===== src/rtl/show_cycle_pkg.sv =====
package show_cycle_pkg;
  localparam int unsigned EN_W   = 2;
  localparam int unsigned FC_W   = 3;
  localparam int unsigned SIZE_W = 2;

  typedef enum logic [1:0] {
    PATH_EXT  = 2'd0,  // external transfer, pass-through
    PATH_HIDE = 2'd1,  // internal, show disabled
    PATH_SHOW = 2'd2   // internal, show enabled
  } path_mode_e;
endpackage


===== src/rtl/show_cfg_reg.sv =====
module show_cfg_reg
  import show_cycle_pkg::*;
(
  input  logic            clk_i,
  input  logic            rst_ni,
  input  logic            we_i,
  input  logic [EN_W-1:0] wdata_i,
  output logic [EN_W-1:0] rdata_o,
  output logic            show_en_o
);
  logic [EN_W-1:0] en_q;

  always_ff @(posedge clk_i or negedge rst_ni) begin
    if (!rst_ni)   en_q <= '0;
    else if (we_i) en_q <= wdata_i;
  end

  assign rdata_o   = en_q;
  assign show_en_o = |en_q;
endmodule


===== src/rtl/show_path_dec.sv =====
module show_path_dec
  import show_cycle_pkg::*;
(
  input  logic       int_sel_i,
  input  logic       show_en_i,
  output path_mode_e mode_o
);
  always_comb begin
    if (!int_sel_i)     mode_o = PATH_EXT;
    else if (show_en_i) mode_o = PATH_SHOW;
    else                mode_o = PATH_HIDE;
  end
endmodule


===== src/rtl/show_attr_stage.sv =====
module show_attr_stage
  import show_cycle_pkg::*;
#(
  parameter int unsigned AW = 32
) (
  input  logic              clk_i,
  input  logic              rst_ni,
  input  logic [AW-1:0]     addr_i,
  input  logic [FC_W-1:0]   fc_i,
  input  logic [SIZE_W-1:0] size_i,
  input  logic              rw_i,
  output logic [AW-1:0]     addr_o,
  output logic [FC_W-1:0]   fc_o,
  output logic [SIZE_W-1:0] size_o,
  output logic              rw_o
);
  // attributes follow the internal bus for every transfer type
  always_ff @(posedge clk_i or negedge rst_ni) begin
    if (!rst_ni) begin
      addr_o <= '0;
      fc_o   <= '0;
      size_o <= '0;
      rw_o   <= 1'b1;
    end else begin
      addr_o <= addr_i;
      fc_o   <= fc_i;
      size_o <= size_i;
      rw_o   <= rw_i;
    end
  end
endmodule


===== src/rtl/show_strobe_data.sv =====
module show_strobe_data
  import show_cycle_pkg::*;
#(
  parameter int unsigned DW = 16
) (
  input  logic          clk_i,
  input  logic          rst_ni,
  input  path_mode_e    mode_i,
  input  logic          as_i,
  input  logic          ds_i,
  input  logic          doe_i,
  input  logic [DW-1:0] data_i,
  output logic          as_o,
  output logic          ds_o,
  output logic          oe_o,
  output logic [DW-1:0] data_o
);
  logic          as_d, ds_d, oe_d;
  logic [DW-1:0] data_d;

  always_comb begin
    as_d = 1'b0;
    ds_d = 1'b0;
    oe_d = 1'b0;
    unique case (mode_i)
      PATH_EXT: begin
        as_d = as_i;
        ds_d = ds_i;
        oe_d = doe_i;
      end
      PATH_SHOW: begin
        // data strobe carries address-strobe timing; AS stays quiet
        ds_d = as_i;
        oe_d = as_i;
      end
      default: ;
    endcase
    data_d = oe_d ? data_i : '0;
  end

  always_ff @(posedge clk_i or negedge rst_ni) begin
    if (!rst_ni) begin
      as_o   <= 1'b0;
      ds_o   <= 1'b0;
      oe_o   <= 1'b0;
      data_o <= '0;
    end else begin
      as_o   <= as_d;
      ds_o   <= ds_d;
      oe_o   <= oe_d;
      data_o <= data_d;
    end
  end
endmodule


===== src/rtl/show_cycle_ctrl.sv =====
module show_cycle_ctrl
  import show_cycle_pkg::*;
#(
  parameter int unsigned AW = 32,
  parameter int unsigned DW = 16
) (
  input  logic              clk_i,
  input  logic              rst_ni,
  input  logic              cfg_we_i,
  input  logic [EN_W-1:0]   cfg_wdata_i,
  output logic [EN_W-1:0]   cfg_rdata_o,
  input  logic              int_sel_i,
  input  logic [AW-1:0]     bus_addr_i,
  input  logic [FC_W-1:0]   bus_fc_i,
  input  logic [SIZE_W-1:0] bus_size_i,
  input  logic              bus_rw_i,
  input  logic              bus_as_i,
  input  logic              bus_ds_i,
  input  logic [DW-1:0]     bus_data_i,
  input  logic              bus_doe_i,
  output logic [AW-1:0]     ext_addr_o,
  output logic [FC_W-1:0]   ext_fc_o,
  output logic [SIZE_W-1:0] ext_size_o,
  output logic              ext_rw_o,
  output logic              ext_as_o,
  output logic              ext_ds_o,
  output logic [DW-1:0]     ext_data_o,
  output logic              ext_data_oe_o
);
  logic       show_en;
  path_mode_e mode;

  show_cfg_reg u_cfg (
    .clk_i     (clk_i),
    .rst_ni    (rst_ni),
    .we_i      (cfg_we_i),
    .wdata_i   (cfg_wdata_i),
    .rdata_o   (cfg_rdata_o),
    .show_en_o (show_en)
  );

  show_path_dec u_dec (
    .int_sel_i (int_sel_i),
    .show_en_i (show_en),
    .mode_o    (mode)
  );

  show_attr_stage #(.AW(AW)) u_attr (
    .clk_i  (clk_i),
    .rst_ni (rst_ni),
    .addr_i (bus_addr_i),
    .fc_i   (bus_fc_i),
    .size_i (bus_size_i),
    .rw_i   (bus_rw_i),
    .addr_o (ext_addr_o),
    .fc_o   (ext_fc_o),
    .size_o (ext_size_o),
    .rw_o   (ext_rw_o)
  );

  show_strobe_data #(.DW(DW)) u_strb (
    .clk_i  (clk_i),
    .rst_ni (rst_ni),
    .mode_i (mode),
    .as_i   (bus_as_i),
    .ds_i   (bus_ds_i),
    .doe_i  (bus_doe_i),
    .data_i (bus_data_i),
    .as_o   (ext_as_o),
    .ds_o   (ext_ds_o),
    .oe_o   (ext_data_oe_o),
    .data_o (ext_data_o)
  );
endmodule


===== config.mk =====
export PLATFORM = sky130hd
export DESIGN_NAME = show_cycle_ctrl
export DESIGN_NICKNAME = d
export VERILOG_FILES = /design/src/rtl/show_cycle_pkg.sv /design/src/rtl/show_cfg_reg.sv /design/src/rtl/show_path_dec.sv /design/src/rtl/show_attr_stage.sv /design/src/rtl/show_strobe_data.sv /design/src/rtl/show_cycle_ctrl.sv
export SDC_FILE = /design/constraint.sdc
export NUM_CORES = 1
export LEC_CHECK = 0
export BUFFER_PORTS_ARGS = -buffer_cell sky130_fd_sc_hd__buf_4
export CAP_MARGIN = 30
export CORE_MARGIN = 10
export CORE_UTILIZATION = 43
export DETAILED_ROUTE_END_ITERATION = 8
export PLACE_DENSITY_LB_ADDON = 0.12
export SYNTH_ARGS = -nofsm -noshare
export SYNTH_HDL_FRONTEND = slang
export SYNTH_HIERARCHICAL = 1
export SYNTH_SLANG_ARGS = --single-unit

===== constraint.sdc =====
create_clock -name clk_i -period 3.4 [get_ports clk_i]
set_input_delay 0.51 -clock clk_i [delete_from_list [all_inputs] [get_ports clk_i]]
set_output_delay 0.51 -clock clk_i [all_outputs]
set_load 0.005 [all_outputs]

After elaboration in Yosys (flattened, before gate mapping)
Cells that the tools add are included.
{"block": "op_classes", "multipliers": 0, "shift": 0, "bitwise": 0, "div": 0, "addsub": 0, "eq_ne": 1, "order_cmp": 0, "reduce_logical": 2, "muxes": 6}
{"operator": "$mux 16", "count": 1}
{"operator": "$mux 2", "count": 2}
{"operator": "$pmux 1 s2", "count": 2}
{"operator": "$eq 2x2->1 const B", "count": 1}
{"operator": "$logic_not 2->1", "count": 1}
{"operator": "$reduce_or 2->1", "count": 1}
{"operator": "$mux 1", "count": 1}
{"block": "word_totals", "regBits": 59, "input_bits": 63, "out_inout_bits": 59, "word_cells": 18, "rom_bits": 0, "mem_count": 0, "ramBits": 0, "latchBits": 0}

Longest topological paths before layout
Gate-level depths: netlist (run 1).
{"block": "depth", "depth_word": 6, "ltp_mapped": 5, "mapped_depth_nobuf": 4}

By module
The synthesis (run 1) kept the hierarchy.
{"mod": "show_attr_stage", "n_inst": 1, "area_each_um2": 952.2, "cells_each": 38, "seq_area_each_um2": 952.2}
{"mod": "show_strobe_data", "n_inst": 1, "area_each_um2": 709.4, "cells_each": 43, "seq_area_each_um2": 475.5}
{"mod": "show_cfg_reg", "n_inst": 1, "area_each_um2": 78.8, "cells_each": 5, "seq_area_each_um2": 50.0}
{"mod": "show_path_dec", "n_inst": 1, "area_each_um2": 16.3, "cells_each": 2, "seq_area_each_um2": 0.0}

Worst setup path before layout (run 1)
OpenSTA, ideal clock, no wires.
{"block": "synth_path", "kind": "reg-to-reg", "from": "reg u_cfg.en_q[1] (netlist: u_cfg/rdata_o[1])", "to": "reg u_strb.data_o[10]", "synth_period_minus_slack_ns": 1.514, "stages_incl_launch_ff": 6, "arrival_time_ns": 1.387, "required_ns": 3.273, "setup_slack_ns": 1.886, "setup_ns": 0.127, "path_cell_list": "dfrtp_1 -> or2_2 -> and2_2 -> mux2i_4 -> buf_6 -> nor3b_2"}
{"block": "synth_between", "elab_chain_cells": 6, "elab_cells_between_ends": 7, "classes_between": "1 x eq/ne; 4 x mux; 2 x reduce/logical"}
{"item": "start: declaration", "line": "show_cfg_reg.sv:11", "source": "logic [EN_W-1:0] en_q;"}
{"item": "start signal: assignment", "line": "show_cfg_reg.sv:15", "source": "else if (we_i) en_q <= wdata_i;"}
{"item": "$reduce_or 2->1 *", "line": "show_cfg_reg.sv:19", "source": "assign show_en_o = |en_q;"}
{"item": "via show_en", "line": "show_cycle_ctrl.sv:30", "source": "logic show_en;"}
{"item": "$mux 2 *", "line": "show_path_dec.sv:10", "source": "else if (show_en_i) mode_o = PATH_SHOW;"}
{"item": "$mux 2 *", "line": "show_path_dec.sv:9", "source": "if (!int_sel_i) mode_o = PATH_EXT;"}
{"item": "via mode[1]", "line": "show_cycle_ctrl.sv:31", "source": "path_mode_e mode;"}
{"item": "$eq 2x2->1 or $logic_not 2->1 (tied branches)", "line": "show_strobe_data.sv:25", "source": "unique case (mode_i)"}
{"item": "$pmux 1 s2 *", "line": "show_strobe_data.sv:25"}
{"item": "$mux 16 *", "line": "show_strobe_data.sv:38", "source": "data_d = oe_d ? data_i : '0;"}
{"item": "via u_strb.data_d[10]", "line": "show_strobe_data.sv:19", "source": "logic [DW-1:0] data_d;"}
{"item": "end signal: assignment", "line": "show_strobe_data.sv:51", "source": "data_o <= data_d;"}
{"item": "end: declaration", "line": "show_strobe_data.sv:16", "source": "output logic [DW-1:0] data_o"}
Mark *: on every way through the listed nets, which the timed path passes. The rest lies on a longest branch.
A chain may end at the register's enable or synchronous reset.

Worst setup path in the final report (run 1)
{"block": "layout_path", "from": "reg u_cfg.en_q[1] (netlist: u_cfg/rdata_o[1])", "to": "reg u_strb.data_o[3]"}
The elaborated chain is that of the path after synthesis.

==> results.json, run 1 <==
{
  "fillers": 283,
  "slew_violations": 0,
  "syn_nets": 151,
  "coreArea_sq_um": 3971,
  "p_leak_uw": 0.001475,
  "drive_above_1_share_pct": 68.92,
  "setup_viol": 0,
  "ys_seq_area_share_pct": 84.12,
  "fp.dieArea_sq_um": 7042,
  "start_kind": "flip-flop",
  "tns_ps": 0,
  "syn-cell-area_sq_um": 1757,
  "crit_type": "reg2reg",
  "whs_ps": 242.6,
  "first_pass_iters": 4,
  "cp_slowest_cell": "mux2i_4",
  "cp.required_ps": 3570,
  "finalCriticalPeriod_ps": 1746,
  "fin_nets": 280,
  "synth_seq_cells": 59,
  "grt_pass1_wl_microns": 7810,
  "yosysUniqueCellTypes": 13,
  "dp_worst_setup_slack_ps": 1647,
  "antenna_found_initial": 0,
  "synthCells": 88,
  "port_buffers": 121,
  "cp_max_fo": 17,
  "grt_pass1_vias": 1370,
  "setup_ws_ps": 1654,
  "row_count": 23,
  "track_usage_pct": 14.72,
  "arrival_ps": 1920,
  "post_cts_resized": 0,
  "cts_buffers": 9,
  "critPathTopFamily": "simple AND/OR/NAND/NOR gates",
  "wl_microns": 5088,
  "syn_to_final_growth_pct": 64.25,
  "worst_pin_slew_ps": 717.1,
  "instances_no_fill": 272,
  "wl_per_cell_microns": 18.71,
  "pin_count": 122,
  "die_y_microns": 83.92,
  "drc": 0,
  "timing.fmax_ghz": 0.5726,
  "hold_path_class": "in2async",
  "dp.cells": 256,
  "insertion_delay_ps": 320,
  "place_hpwl_microns": 4025,
  "grt_max_degree": 60,
  "hold_viol_final": 0,
  "avgSynthCellArea_sq_um": 19.96,
  "crit_path_max_incr_delay_ps": 550,
  "path_cells": "or2_2 > and2_2 > mux2i_4 > nor3b_1",
  "rsz0062_at_grt": "false",
  "slew_headroom_pct": 52.19,
  "cts_root_buf": "clkbuf_8",
  "status": "finished, final reports clean",
  "clkSinkCount": 59,
  "maxCapViolations": 0,
  "htreeDepth": 3,
  "critPathCaptureType": "flip-flop",
  "fp.dieW_microns": 83.92,
  "clockBufferDepth": 2,
  "route.vias.total": 1186,
  "power.density_nw_per_um2": 520.3,
  "drtAntennaViolNets": 0,
  "cp_num_buf_inv": 0,
  "clk_pin_slew_worst_paths_ps": 60,
  "peakVddDrop_uv": 349.5,
  "fin_skew_ps": 6.912,
  "viasPerCell": 4.360,
  "grt_overflow": 0,
  "gp_congestion": 0.7872,
  "cts_tree": "built",
  "fin_crit_sh_pct": 51.37,
  "yosysWarnings": 6,
  "drt_iter0_markers": 43,
  "cts_hold_buffers": 0,
  "n_antenna_cell": 0,
  "final_core_util_pct": 72.65,
  "post_cts_buffers": 0,
  "start_util_pct": 44.23
}
-- worst reg2reg max path: stages (launching register included) --
cell and delay [ps]:
dfrtp_1 380, or2_2 300, and2_2 230, mux2i_4 550, nor3b_1 130
-- kinds of logic (layout without fill, tap and decap cells) --
family                 Yosys count  after routing  synth area share [%]
buffers and inverters            3            137                 1.211
multiplexers                     4              4                 3.134
flip-flops                      59             59                 84.12
AND/OR/NAND/NOR                 22             22                 11.54
-- flip-flops by register name, summed over array words and instances (netlist names) --
name	count
u_strb/oe_o	1
u_strb/as_o	1
u_attr/size_o	2
u_attr/fc_o	3
u_attr/addr_o	32
u_cfg/rdata_o	2
u_strb/ds_o	1
u_strb/data_o	16
u_attr/rw_o	1
-- cells in the final DEF, fill, tap and decap left out, drive strengths merged --
cell type  synthesis  final
dfrtp             58     58
clkbuf             0     11
and2               1      1
buf                3    121
mux2               2      2
and2b              1      1
or2                1      1
clkinvlp           0      1
nor3b             17     17
nor2               2      2
dfstp              1      1
clkinv             0      4
mux2i              2      2
-- stage by stage --
step                      area, sq um  total power [uW]
final                            2885              1501
after global routing             2885              1572
after CTS                        2885              1521
after detailed placement         2706             963.7
after global placement           2706             955.2
after floorplan                  1757             815.9
-- report_power, final --
| group | leakage [uW] | switching (uW) | total, uW | internal [uW] |
|---|---|---|---|---|
| Sequential | 0.000711 | 13.5 | 760 | 746 |
| Clock | 0.0000949 | 257 | 555 | 298 |
| Combinational | 0.000669 | 70.9 | 186 | 115 |
| Total | 0.00147 | 341 | 1500 | 1160 |
-- layer usage --
layer / GRT usage [%] / share of wire [%]
met5: 0 / 0
met4: 7.306 / 1.8
met3: 6.934 / 9.4
met2: 23.97 / 51
met1: 15.62 / 38
-- cell usage after synthesis --
cell type,count,area share [%]
and2b_2,1,0.50
buf_6,1,0.64
dfstp_2,1,1.5
or2_2,1,0.36
mux2i_1,1,0.57
buf_2,2,0.57
and2_2,1,0.43
nor3b_1,8,3.4
mux2i_4,1,1.3
nor3b_2,9,6.4
dfrtp_1,58,83
nor2_1,2,0.43
mux2_2,2,1.3
-- final timing paths --
check / from / endpoint / slack (ps) / cells after the start
max in group asynchronous: rst_ni / u_cfg/rdata_o[1]$_DFFE_PN0P_ / 2690 / 1
min in group clk_i: bus_addr_i[9] / u_attr/addr_o[9]$_DFF_PN0_ / 280 / 1
worst min-delay path: rst_ni / u_attr/addr_o[14]$_DFF_PN0_ / 240 / 1
worst max register to register: u_cfg/rdata_o[1]$_DFFE_PN0P_ / u_strb/data_o[3]$_DFF_PN0_ / 1650 / 4
worst min register to register: u_cfg/rdata_o[1]$_DFFE_PN0P_ / u_cfg/rdata_o[1]$_DFFE_PN0P_ / 530 / 1
worst max-delay path: u_cfg/rdata_o[1]$_DFFE_PN0P_ / u_strb/data_o[3]$_DFF_PN0_ / 1650 / 4
-- final cells by class --
type	instances	area, sq um	area share [%]
Multi-Input combinational cell	26	257.7	8.933
Clock inverter	5	27.53	0.9540
Tap cell	50	62.56	2.168
Clock buffer	11	151.4	5.247
Sequential cell	59	1478	51.21
Timing Repair Buffer	121	908.4	31.48
Note: power is estimated with default switching activity, not from simulation.
==> run 2, diff against run 1 <==
- ABC_AREA: default -> 1
- CORE_UTILIZATION: 43 -> 40
- clock period: 3.4 -> 1.8 ns (I/O delays scaled with it)
==> run 2 against run 1 <==
- global-route usage down 1.7 points
- largest power group unchanged
- critical endpoint is now u_strb/data_o[0]$_DFF_PN0_
- routed wire length down 5.9%
- combinational power up 88%
- non-clock buffer count unchanged
- hold slack worse by 230 ps
==> results.json, run 2 <==
{
  "status": "finished, final reports clean",
  "drive_above_1_share_pct": 59.92,
  "first_pass_iters": 3,
  "top_register": "u_attr/addr_o",
  "syn_to_final_growth_pct": 62.54,
  "viasPerCell": 4.214,
  "start_util_pct": 41.09,
  "grt_pass1_vias": 1386,
  "cp_slowest_cell": "dfrtp_1",
  "clockBufferDepth": 2,
  "instances_no_fill": 299,
  "cts_buffers": 9,
  "dp_worst_setup_slack_ps": 287.2,
  "clkSinkCount": 59,
  "tns_ps": 0,
  "coreArea_sq_um": 4324,
  "synth.area.top_cells": "dfrtp_1 82%, a21oi_2 4.4%, inv_1 4.2%",
  "crit_type": "reg2reg",
  "final_cell_mix": "121 x buf_4, 58 x dfrtp_1, 20 x inv_1",
  "ys_seq_area_share_pct": 83.17,
  "track_usage_pct": 13.07,
  "synth_edf_count": 0,
  "drc": 0,
  "wl_per_cell_microns": 16.02,
  "maxCapViolations": 0,
  "place_hpwl_microns": 3856,
  "cts_tree": "built",
  "final_core_util_pct": 66.78,
  "cp_num_buf_inv": 1,
  "fin_crit_sh_pct": 84.35,
  "die_y_microns": 86.65,
  "n_antenna_cell": 0,
  "grt_pass1_wl_microns": 7369,
  "row_count": 24,
  "placed_area_sq_um": 2728,
  "yosysWarnings": 6,
  "critPathTopFamily": "simple AND/OR/NAND/NOR gates",
  "largest_reg_flops": 32,
  "cts_root_buf": "clkbuf_8",
  "htreeDepth": 3,
  "start_kind": "flip-flop",
  "post_cts_resized": 0,
  "path_cells": "or2_1 > nand2_1 > inv_1 > nor2_2 > nand2_2 > a21oi_1",
  "worst_pin_slew_ps": 695.2,
  "hold_viol_final": 0,
  "p_leak_uw": 0.001566,
  "drtAntennaViolNets": 0,
  "critPathCaptureType": "flip-flop",
  "multi_input_area_sq_um": 201.4,
  "fillers": 337,
  "arrival_ps": 1760,
  "fin_nets": 306,
  "avgSynthCellArea_sq_um": 15.72,
  "pin_count": 122,
  "slew_headroom_pct": 53.66,
  "route.vias.total": 1260,
  "fin_skew_ps": 3.286,
  "yosys.area.top_type_share_pct": 81.69,
  "gr-usage-met2_pct": 20.20,
  "port_buffers": 121,
  "synth_top_cells_by_count": "58 x dfrtp_1, 20 x inv_1, 10 x nand2_1",
  "dp.cells": 284,
  "clk_pin_slew_worst_paths_ps": 60,
  "yosysMostFrequentCell": "dfrtp_1",
  "hold_path_class": "in2async",
  "syn_nets": 176,
  "cts_hold_buffers": 0,
  "grt_max_degree": 60,
  "setup_ws_ps": 281.7,
  "fp.dieW_microns": 86.65,
  "slew_violations": 0,
  "final_common_cell": "buf_4",
  "insertion_delay_ps": 320,
  "top_usage_layer": "met2",
  "ys.flop_type": "dfrtp_1",
  "finalCriticalPeriod_ps": 1518,
  "yosysTopAreaCell": "dfrtp_1",
  "wl_microns": 4789,
  "grtUsageMet3_pct": 8.349,
  "cp.required_ps": 2040,
  "power.density_nw_per_um2": 956.1,
  "synth_seq_cells": 59,
  "timing.fmax_ghz": 0.6586,
  "drt_iter0_markers": 48,
  "synth_async_sr_flop_share_pct": 100.0,
  "setup_viol": 0,
  "regArea_sq_um": 1478,
  "gp_congestion": 0.7017,
  "rsz0062_at_grt": "false",
  "reg_top3": "u_attr/addr_o (32), u_strb/data_o (16), u_attr/fc_o (3)",
  "grt_overflow": 0,
  "peakVddDrop_uv": 528.4,
  "synthCells": 113,
  "grt_use_met1_pct": 13.03,
  "antenna_found_initial": 0,
  "crit_path_max_incr_delay_ps": 380,
  "yosysUniqueCellTypes": 12,
  "post_cts_buffers": 0,
  "cp_max_fo": 17,
  "syn-cell-area_sq_um": 1777,
  "final_area_sq_um": 2888,
  "fp.dieArea_sq_um": 7507
}
==> run 2: stage by stage <==
step	total power [uW]	hold WS [ps]
after floorplan	1542	-25.59
after global placement	1810	370.0
after detailed placement	1819	370.4
after CTS	2805	16.29
after global routing	2912	26.73
final	2761	7.577
==> run 2: worst paths after layout <==
| path | slack, ps | cells after the start | start | endpoint |
|---|---|---|---|---|
| setup / recovery | 280 | 6 | u_cfg/rdata_o[1]$_DFFE_PN0P_ | u_strb/data_o[0]$_DFF_PN0_ |
| hold / removal | 8 | 1 | rst_ni | u_attr/fc_o[0]$_DFF_PN0_ |
| setup reg to reg | 280 | 6 | u_cfg/rdata_o[1]$_DFFE_PN0P_ | u_strb/data_o[0]$_DFF_PN0_ |
| hold reg to reg | 500 | 2 | u_cfg/rdata_o[1]$_DFFE_PN0P_ | u_cfg/rdata_o[1]$_DFFE_PN0P_ |
| max in group asynchronous | 1340 | 1 | rst_ni | u_strb/data_o[6]$_DFF_PN0_ |
| min in group clk_i | 50 | 1 | bus_addr_i[12] | u_attr/addr_o[12]$_DFF_PN0_ |
==> run 2: cell families after synthesis <==
kind of cell | synth area share, %
DFF | 83.17
AOI/OAI and AO/OA | 6.408
and+or+nand+nor | 4.930
buffers and inverters | 5.493
==> run 2: metal layers <==
metal,part of all wire (%),up-vias
li1,-,598
met1,35,580
met2,50,72
met3,14,10
met4,1.7,0
met5,0,-
==> run 2: power breakdown <==
group / internal [uW] / total, uW / switching, uW
clock: 522 / 977 / 455
sequential: 1410 / 1430 / 23.9
combinational: 207 / 350 / 143
==> run 2: area by class of cell <==
class	count	area share (%)
multi-input cells	32	6.976
inverters	20	2.600
repair buffers	121	31.46
flip-flops and latches	59	51.17
well taps	52	2.253
clock inverters	3	0.5199
clock buffers	12	5.026
==> run 3, diff against run 2 <==
- CORE_UTILIZATION: 40 -> 36
- clock period: 1.8 -> 1.23 ns (I/O delays scaled with it)
==> run 3 against run 2 <==
- the flow now finishes with violations (negative setup slack)
- global-route usage is 1.6 points higher
- via count rose by 18%
- combinational power is 110% higher
- hold slack improved by 50 ps
- setup slack lost 340 ps
- clock power is 55% higher
- sequential share of layout area fell by 9.3 points
- final area rose by 22%
- die area up 8.5%
- non-clock buffer count is 49 higher
- routed wire length is 21% higher
- sequential power grew 47%
- highest routed layer unchanged
==> results.json, run 3 (synthesis results as in run 2) <==
{
  "status": "finished with violations",
  "violations": "negative setup slack",
  "wl_per_cell_microns": 15.74,
  "reg2reg_slack_ps": -60,
  "tns_ps": -830.6,
  "drt_iter0_markers": 20,
  "power.share.clock_pct": 34.6,
  "combinationalPowerShare_pct": 17.1,
  "maxCapViolations": 0,
  "drive_above_1_share_pct": 56.33,
  "route.vias.total": 1492,
  "htreeDepth": 3,
  "internal_power_uw": 3360,
  "drc": 0,
  "antenna_found_initial": 0,
  "final_cell_mix": "126 x buf_4, 58 x dfrtp_1, 39 x dlygate4sd3_1",
  "slew_violations": 0,
  "reg_top3": "u_attr/addr_o (32), u_strb/data_o (16), u_attr/fc_o (3)",
  "grt_max_degree": 29,
  "timing.fmax_ghz": 0.7737,
  "fp.dieArea_sq_um": 8145,
  "wl_microns": 5777,
  "cp_slowest_cell": "dfrtp_1",
  "row_count": 25,
  "grt_pass1_vias": 1681,
  "drtAntennaViolNets": 0,
  "cts_tree": "built",
  "syn_to_final_growth_pct": 98.52,
  "finalCriticalPeriod_ps": 1292,
  "rsz0062_at_grt": "true",
  "final_common_cell": "buf_4",
  "crit_path_max_incr_delay_ps": 380,
  "arrival_ps": 1540,
  "cts_root_buf": "clkbuf_8",
  "sw_frac_of_total_pct": 22.80,
  "die_y_microns": 90.25,
  "start_util_pct": 37.37,
  "dp_worst_setup_slack_ps": -120.5,
  "dp.cells": 306,
  "critPathCaptureType": "flip-flop",
  "cp_num_buf_inv": 2,
  "p_sw_uw": 992.1,
  "largest_reg_flops": 32,
  "gp_congestion": 0.6619,
  "n_antenna_cell": 0,
  "clkSinkCount": 59,
  "hold_viol_final": 0,
  "top_register": "u_attr/addr_o",
  "grt_pass1_wl_microns": 9349,
  "fillers": 328,
  "p_leak_uw": 0.001821,
  "fp.dieW_microns": 90.25,
  "place_hpwl_microns": 3980,
  "power.density_nw_per_um2": 1234,
  "setup_viol": 17,
  "cp_common_cell": "nand2_4",
  "worst_pin_slew_ps": 363.2,
  "cp_max_fo": 9,
  "viasPerCell": 4.065,
  "clockBufferDepth": 2,
  "track_usage_pct": 14.71,
  "path_cells": "or2_4 > nand2_4 > inv_6 > nor2_4 > nand2_4 > buf_12 > a21oi_1",
  "first_pass_iters": 2,
  "fin_crit_sh_pct": 105.1,
  "fin_skew_ps": 4.211,
  "clk_pin_slew_worst_paths_ps": 60,
  "seqPwrFrac_pct": 48.3,
  "cp.required_ps": 1470,
  "insertion_delay_ps": 320,
  "fin_total_pwr_uw": 4352,
  "fin_nets": 358,
  "pin_count": 122,
  "start_kind": "flip-flop",
  "coreArea_sq_um": 4755,
  "instances_no_fill": 367,
  "slew_headroom_pct": 75.79,
  "cts_buffers": 9,
  "whs_ps": 57.26,
  "critPathTopFamily": "simple AND/OR/NAND/NOR gates",
  "port_buffers": 121,
  "hold_path_class": "in2reg",
  "setup_ws_ps": -62.45,
  "crit_type": "reg2reg",
  "peakVddDrop_uv": 803.6,
  "grt_overflow": 0
}
==> run 3: changes by cell type in the layout (fill, tap and decap cells not counted), moves of 3 or more <==
| cell | before | now |
|---|---|---|
| a21oi_1 | 7 | 3 |
| buf_4 | 121 | 126 |
| dlygate4sd3_1 | 0 | 39 |
| a21oi_2 | 9 | 12 |
==> run 3: final cells by class <==
class,instances,area [sq um],share of cell area (%)
Clock buffer,14,162.7,4.612
Clock inverter,2,10.01,0.2838
Inverter,20,80.08,2.270
Multi-Input combinational cell,35,286.5,8.123
Sequential cell,59,1478,41.89
Tap cell,67,83.83,2.377
Timing Repair Buffer,170,1426,40.44
==> run 3: worst reg2reg max path, delay by kind of cell, from the launching register on <==
family                 cells  cell delay [ps]
AO/OA/AOI/OAI              1              120
flip-flops                 1              380
buffers and inverters      2              190
AND/OR/NAND/NOR            4              550
==> run 3: path summary, 6_finish.rpt <==
| path | start | cells after the start | to |
|---|---|---|---|
| worst max-delay path | u_cfg/rdata_o[0]$_DFFE_PN0P_ | 7 | u_strb/data_o[4]$_DFF_PN0_ |
| worst min-delay path | cfg_wdata_i[1] | 3 | u_cfg/rdata_o[1]$_DFFE_PN0P_ |
| worst max register to register | u_cfg/rdata_o[0]$_DFFE_PN0P_ | 7 | u_strb/data_o[4]$_DFF_PN0_ |
| worst min register to register | u_cfg/rdata_o[1]$_DFFE_PN0P_ | 3 | u_cfg/rdata_o[1]$_DFFE_PN0P_ |
| max in group asynchronous | rst_ni | 3 | u_strb/data_o[15]$_DFF_PN0_ |
| min in group asynchronous | rst_ni | 2 | u_attr/addr_o[23]$_DFF_PN0_ |
==> run 3: stage by stage <==
| stage | instance area (sq um) | util [%] |
|---|---|---|
| 6_report | 3527 | 74.18 |
| 5_1_grt | 3527 | 74.18 |
| 4_1_cts | 3491 | 73.42 |
| 3_5_place_dp | 2824 | 59.39 |
| 3_3_place_gp | 2824 | 59.39 |
| 2_1_floorplan | 1780 | - |
==> run 3: power groups by stage <==
stage / registers, uW / clock network (uW) / logic (uW)
4_1_cts: 2100 / 1570 / 736
5_1_grt: 2110 / 1650 / 809
6_report: 2100 / 1510 / 744
2_1_floorplan: 2150 / 0 / 108
3_3_place_gp: 2130 / 0 / 559
3_5_place_dp: 2130 / 0 / 567
==> run 3: layer usage <==
metal  up-vias  track usage (%)  share of wire, %
li1        711                -                 -
met1       706            16.88                40
met2        71            23.73                51
met3         4            5.902               7.6
met4         0            6.366              0.61
met5         -                0                 0
==> run 3: timing repair <==
| item | in CTS | in global routing |
|---|---|---|
| hold buffers | 39 | 0 |
| endpoints found under the hold margin | 63 | 0 |
| setup buffers | 1 | 1 |
| gates resized for setup | 14 | 4 |
| endpoints found under the setup margin | 18 | 18 |
| cloned | 3 | 1 |
| pin swaps | 2 | 0 |
